--- src/rtl/qsw_pkg.sv ---
package qsw_pkg;
  localparam int DEF_NCH   = 4;
  localparam int DEF_FRAME = 8;
  localparam int SYNC_LEN  = 2;

  // A fault flag counts only in the output state it belongs to.
  function automatic logic [31:0] qualify_faults(input logic [31:0] out_on,
                                                 input logic [31:0] f_on,
                                                 input logic [31:0] f_off);
    return (out_on & f_on) | (~out_on & f_off);
  endfunction

  // Rising and falling edge pulses from a synchronized level and its last value.
  function automatic logic edge_up(input logic now_v, input logic prev_v);
    return now_v & ~prev_v;
  endfunction

  function automatic logic edge_down(input logic now_v, input logic prev_v);
    return ~now_v & prev_v;
  endfunction
endpackage

--- src/rtl/qsw_sync.sv ---
module qsw_sync #(
  parameter int    STAGES  = 2,
  parameter logic  RST_VAL = 1'b0
) (
  input  logic clk,
  input  logic rst_n,
  input  logic d_in,
  output logic q_sync,
  output logic q_prev
);
  logic [STAGES-1:0] chain;

  always_ff @(posedge clk) begin
    if (!rst_n) begin
      chain  <= {STAGES{RST_VAL}};
      q_prev <= RST_VAL;
    end else begin
      chain  <= {chain[STAGES-2:0], d_in};
      q_prev <= chain[STAGES-1];
    end
  end

  assign q_sync = chain[STAGES-1];
endmodule

--- src/rtl/qsw_fault.sv ---
module qsw_fault
  import qsw_pkg::*;
#(
  parameter int NCH = DEF_NCH
) (
  input  logic           clk,
  input  logic           rst_n,
  input  logic [NCH-1:0] out_state,
  input  logic [NCH-1:0] flt_on,
  input  logic [NCH-1:0] flt_off,
  input  logic           capture,
  output logic [NCH-1:0] flt_word
);
  logic [NCH-1:0] sticky;
  logic [NCH-1:0] set_now;
  logic [31:0]    qual_full;

  assign qual_full = qualify_faults(32'(out_state), 32'(flt_on), 32'(flt_off));
  assign set_now   = qual_full[NCH-1:0];
  assign flt_word  = sticky | set_now;

  always_ff @(posedge clk) begin
    if (!rst_n)       sticky <= '0;
    else if (capture) sticky <= '0;
    else              sticky <= sticky | set_now;
  end

  assert_sticky_keep_R7: assert property (@(posedge clk) disable iff (!rst_n)
    !capture |=> ((sticky & $past(set_now)) == $past(set_now)));

  assert_capture_clear_R7: assert property (@(posedge clk) disable iff (!rst_n)
    capture |=> (sticky == '0));

  assert_reset_clear_R9: assert property (@(posedge clk)
    !rst_n |=> (sticky == '0));
endmodule

--- src/rtl/qsw_shift.sv ---
module qsw_shift
  import qsw_pkg::*;
#(
  parameter int NCH   = DEF_NCH,
  parameter int FRAME = DEF_FRAME
) (
  input  logic           clk,
  input  logic           rst_n,
  input  logic           cs_act,
  input  logic           cs_fall,
  input  logic           sclk_rise,
  input  logic           sclk_fall,
  input  logic           mosi_s,
  input  logic [NCH-1:0] flt_word,
  output logic           miso,
  output logic [NCH-1:0] cmd_bits
);
  localparam int PAD = FRAME - NCH;

  logic [FRAME-1:0] sr;
  logic             in_bit;

  always_ff @(posedge clk) begin
    if (!rst_n) begin
      sr     <= '0;
      in_bit <= 1'b0;
    end else if (cs_fall) begin
      sr <= {flt_word, {PAD{1'b0}}};
    end else if (cs_act) begin
      if (sclk_rise) in_bit <= mosi_s;
      if (sclk_fall) sr     <= {sr[FRAME-2:0], in_bit};
    end
  end

  assign miso     = cs_act & sr[FRAME-1];
  assign cmd_bits = sr[NCH-1:0];

  assert_idle_hold_R1: assert property (@(posedge clk) disable iff (!rst_n)
    !cs_act |=> $stable(sr));

  assert_load_pad_R5: assert property (@(posedge clk) disable iff (!rst_n)
    cs_fall |=> (sr[PAD-1:0] == '0));

  assert_rise_no_shift_R2: assert property (@(posedge clk) disable iff (!rst_n)
    (cs_act && !cs_fall && !sclk_fall) |=> $stable(sr));

  assert_reset_clear_R9: assert property (@(posedge clk)
    !rst_n |=> (sr == '0));
endmodule

--- src/rtl/quad_switch_ctrl.sv ---
module quad_switch_ctrl
  import qsw_pkg::*;
#(
  parameter int NCH   = DEF_NCH,
  parameter int FRAME = DEF_FRAME
) (
  input  logic           clk,
  input  logic           rst_n,
  input  logic           cs_n,
  input  logic           sclk,
  input  logic           mosi,
  output logic           miso,
  input  logic [NCH-1:0] par_in,
  input  logic [NCH-1:0] flt_on,
  input  logic [NCH-1:0] flt_off,
  output logic [NCH-1:0] drv_out
);
  logic cs_s, cs_p, sclk_s, sclk_p, mosi_s, mosi_p;
  logic cs_act, cs_fall, cs_rise, sclk_rise, sclk_fall;
  logic [NCH-1:0] cmd_q;
  logic [NCH-1:0] cmd_bits;
  logic [NCH-1:0] flt_word;

  qsw_sync #(.STAGES(SYNC_LEN), .RST_VAL(1'b1)) u_sync_cs (
    .clk(clk), .rst_n(rst_n), .d_in(cs_n), .q_sync(cs_s), .q_prev(cs_p));
  qsw_sync #(.STAGES(SYNC_LEN), .RST_VAL(1'b0)) u_sync_sclk (
    .clk(clk), .rst_n(rst_n), .d_in(sclk), .q_sync(sclk_s), .q_prev(sclk_p));
  qsw_sync #(.STAGES(SYNC_LEN), .RST_VAL(1'b0)) u_sync_mosi (
    .clk(clk), .rst_n(rst_n), .d_in(mosi), .q_sync(mosi_s), .q_prev(mosi_p));

  // Named event wires used by the logic and the assertions.
  assign cs_act    = ~cs_s;
  assign cs_fall   = edge_down(cs_s, cs_p);
  assign cs_rise   = edge_up(cs_s, cs_p);
  assign sclk_rise = edge_up(sclk_s, sclk_p);
  assign sclk_fall = edge_down(sclk_s, sclk_p);

  qsw_fault #(.NCH(NCH)) u_fault (
    .clk(clk), .rst_n(rst_n), .out_state(drv_out), .flt_on(flt_on),
    .flt_off(flt_off), .capture(cs_fall), .flt_word(flt_word));

  qsw_shift #(.NCH(NCH), .FRAME(FRAME)) u_shift (
    .clk(clk), .rst_n(rst_n), .cs_act(cs_act), .cs_fall(cs_fall),
    .sclk_rise(sclk_rise), .sclk_fall(sclk_fall), .mosi_s(mosi_s),
    .flt_word(flt_word), .miso(miso), .cmd_bits(cmd_bits));

  always_ff @(posedge clk) begin
    if (!rst_n)       cmd_q <= '0;
    else if (cs_rise) cmd_q <= cmd_bits;
  end

  assign drv_out = cmd_q | par_in;

  assert_cmd_hold_R3: assert property (@(posedge clk) disable iff (!rst_n)
    !cs_rise |=> $stable(cmd_q));

  assert_idle_quiet_R1: assert property (@(posedge clk) disable iff (!rst_n)
    cs_s |-> (miso == 1'b0));

  assert_reset_cmd_R9: assert property (@(posedge clk)
    !rst_n |=> (cmd_q == '0));

  assert_par_force_R4: assert property (@(posedge clk) disable iff (!rst_n)
    ((drv_out & par_in) == par_in));

  logic unused_mosi_prev;
  assign unused_mosi_prev = mosi_p;
endmodule

--- config.mk ---
export PLATFORM = sky130hd
export DESIGN_NAME = quad_switch_ctrl
export DESIGN_NICKNAME = d
export VERILOG_FILES = /design/src/rtl/qsw_pkg.sv /design/src/rtl/qsw_sync.sv /design/src/rtl/qsw_fault.sv /design/src/rtl/qsw_shift.sv /design/src/rtl/quad_switch_ctrl.sv
export SDC_FILE = /design/constraint.sdc
export NUM_CORES = 1
export LEC_CHECK = 0
export CAP_MARGIN = 20
export CORE_ASPECT_RATIO = 1.1
export CORE_UTILIZATION = 55
export CTS_CLUSTER_DIAMETER = 40
export CTS_CLUSTER_SIZE = 20
export DETAILED_ROUTE_END_ITERATION = 16
export DONT_BUFFER_PORTS = 1
export PLACE_DENSITY = 0.7
export SLEW_MARGIN = 20
export SYNTH_ARGS = -nofsm -noshare
export SYNTH_HDL_FRONTEND = slang
export SYNTH_SLANG_ARGS = --single-unit
--- constraint.sdc ---
create_clock -name clk -period 1.4 [get_ports clk]
set_input_delay 0.07 -clock clk [delete_from_list [all_inputs] [get_ports clk]]
set_output_delay 0.07 -clock clk [all_outputs]
set_load 0.02 [all_outputs]
==> impl_metrics.json <==
{
  "synthTopCellsByArea": "dfxtp_1 47%, a41oi_2 6.1%, mux2i_1 4.7%, nand2_1 4.2%, nor3b_1 3.5%",
  "wl_per_cell_um": 15.0,
  "cts.sinks": 25,
  "fp.dieW_um": 44,
  "fp.coreArea_sq_um": 1800,
  "final_max_slew_viol_count": 0,
  "vdd_drop_max_mv": 0.700,
  "power.density_nw_per_um2": 972,
  "fillers": 146,
  "port-buffer-count": 0,
  "max_slew_margin": 0.650,
  "cts_tree": "yes",
  "ys_seq_area_frac": 0.469,
  "hp-class": "input port to flip-flop",
  "drt_iter0_drc": 14,
  "syn_nets": 120,
  "layout-drive-gt1-share": 0.179,
  "clk_pin_slew_worst_paths_ns": 0.13,
  "outcome": "completed",
  "comb_power_share": 0.096,
  "synthCells": 103,
  "synth.distinct_cells": 25,
  "power_switching_share": 0.237,
  "ys_warn_count": 0,
  "fin_crit_ns": 1.23,
  "worst_slew_pin_slew_ns": 0.524,
  "pwr-share-seq": 0.637,
  "end_kind": "flip-flop",
  "hold_ws_ns": 0.00844,
  "yosysMostFrequentCell": "dfxtp_1",
  "initial_core_util": 0.592,
  "ys_ff_latch": 25,
  "final_core_util": 0.678,
  "cp-start-kind": "flip-flop",
  "dieArea_sq_um": 2120,
  "netlist.area_leader.share": 0.469,
  "pwr-share-clk": 0.267,
  "grt_pass1_wl_um": 3230,
  "syn_area_per_cell_sq_um": 10.4,
  "via_per_inst": 5.85,
  "crit_required_ns": 1.64,
  "grt_max_degree": 15,
  "tns_ns": 0,
  "intPower_mw": 0.905,
  "insertion_delay_ns": 0.31,
  "cts_buffers": 3,
  "p_leak_nw": 0.408,
  "syn_area_sq_um": 1070,
  "setup_violations": 0,
  "placed_cell_area_sq_um": 1090,
  "detail-route-antenna-nets": 0,
  "vias": 790,
  "hold_violations": 0,
  "synth_area_leader_cell": "dfxtp_1",
  "drv_cap": 0,
  "fin_crit_sh": 0.875,
  "dp_hpwl_um": 1400,
  "cts-root-buf": "clkbuf_4",
  "synthArstFlopShare": 0,
  "arrival_ns": 1.47,
  "remaining_drc_errors": 0,
  "cts_buffer_depth": 2,
  "fmax_mhz": 816,
  "synth_common_cells": "25 x dfxtp_1, 12 x nand2_1",
  "design_area_sq_um": 1220,
  "power_switching_mw": 0.281,
  "antenna_cells": 0,
  "total_power_mw": 1.19,
  "grt_antenna_before_repair": 0,
  "core.rowCount": 16,
  "worstSetupPathType": "flip-flop to flip-flop",
  "htree_num_levels": 1,
  "fin_skew_ns": 0.00510,
  "syn_to_final_growth_pct": 14.4,
  "synth_flop_cell": "dfxtp_1",
  "overflow": 0,
  "globalRouteTotalUtil": 0.215,
  "grt_pass1_vias": 727,
  "dieHeight_um": 48.2,
  "place_congestion": 0.755,
  "rsz0062_at_grt": "no",
  "synth-edff-count": 0,
  "path_max_fanout": 8,
  "io_pins": 22,
  "first_pass_iters": 4,
  "finalWirelength_um": 2030,
  "nets": 135
}
==> layer usage <==
| metal | vias up | wire (um) | GRT usage |
|---|---|---|---|
| met5 | - | 0 | 0 |
| met4 | 0 | 14 | 0.115 |
| met3 | 2 | 58 | 0.0222 |
| met2 | 16 | 946 | 0.326 |
| met1 | 376 | 1010 | 0.305 |
| li1 | 396 | - | - |
==> layout by cell type, fill, tap and decap left out, drive strengths merged, types with 2 or more instances in the layout <==
| cell type | Yosys | layout |
|---|---|---|
| a21oi | 4 | 4 |
| nand3b | 4 | 4 |
| o31ai | 4 | 4 |
| nand2b | 4 | 4 |
| o21ai | 4 | 4 |
| o31a | 4 | 4 |
| nor3b | 5 | 5 |
| o21a | 4 | 4 |
| dlygate4sd3 | 0 | 10 |
| buf | 2 | 2 |
| dfxtp | 25 | 25 |
| nor4b | 2 | 2 |
| nor2b | 2 | 2 |
| nand2 | 12 | 12 |
| nor2 | 6 | 6 |
| mux2i | 5 | 5 |
| or2 | 4 | 4 |
| and2 | 5 | 5 |
| a41oi | 4 | 4 |
| clkbuf | 0 | 3 |
==> area by class of cell <==
type                            count  area [sq um]  area share
Multi-Input combinational cell     75           551       0.451
Sequential cell                    25           502       0.411
Timing Repair Buffer               12           115      0.0943
Clock buffer                        3          22.5      0.0184
Tap cell                           18          22.5      0.0184
Clock inverter                      1          5.00     0.00410
Inverter                            1          3.75     0.00307
==> through the flow <==
stage | cells | worst slack, ns
finish | 135 | 0.175
detailed placement | 121 | 0.140
global route | 135 | 0.0660
floorplan | 103 | 0.369
global placement | 121 | 0.180
CTS | 135 | 0.125
==> sequential cells by signal, summed over array words and instances, names as in the netlist <==
name	flops
u_sync_sclk.q_prev	1
u_sync_mosi.chain	2
cmd_q	4
u_fault.sticky	4
u_sync_cs.chain	2
u_sync_sclk.chain	2
u_shift.sr	8
u_shift.in_bit	1
u_sync_cs.q_prev	1
==> power by group through the flow <==
stage	Clock [mW]	Sequential [mW]	Combinational [mW]
floorplan	0	0.765	0.0770
global placement	0	0.770	0.0855
detailed placement	0	0.771	0.0872
CTS	0.328	0.755	0.113
global route	0.357	0.760	0.125
finish	0.317	0.756	0.113
==> critical path, cell delays in order, from the launching register on <==
cell     delay (ns)
dfxtp_1        0.44
nor4b_4        0.42
nand2_1        0.11
a41oi_2        0.18
==> final timing paths <==
path | from | end | slack (ns) | cells past startpoint
worst max register to register | u_sync_cs.q_prev | u_shift.sr[6] | 0.17 | 3
worst min register to register | u_sync_cs.chain[0] | u_sync_cs.chain[1] | 0.44 | 1
worst min-delay path | par_in[0] | u_fault.sticky[0] | 0.008 | 2
worst max-delay path | u_sync_cs.q_prev | u_shift.sr[6] | 0.17 | 3
==> timing repair <==
item | in CTS | in global routing
buffers inserted | 0 | 0
setup endpoints to repair | 0 | 3
endpoints found under the hold margin | 19 | 0
hold buffers | 10 | 0
gates resized for setup | 0 | 1
==> logic make-up (layout without fill, tap and decap cells) <==
logic type / after synthesis / after routing / synth area share
buf+inv: 3 / 17 / 0.0152
compound gates: 24 / 24 / 0.188
flops: 25 / 25 / 0.469
mux: 5 / 5 / 0.0469
simple gates: 46 / 46 / 0.281
(Power assumes the default switching activity.)
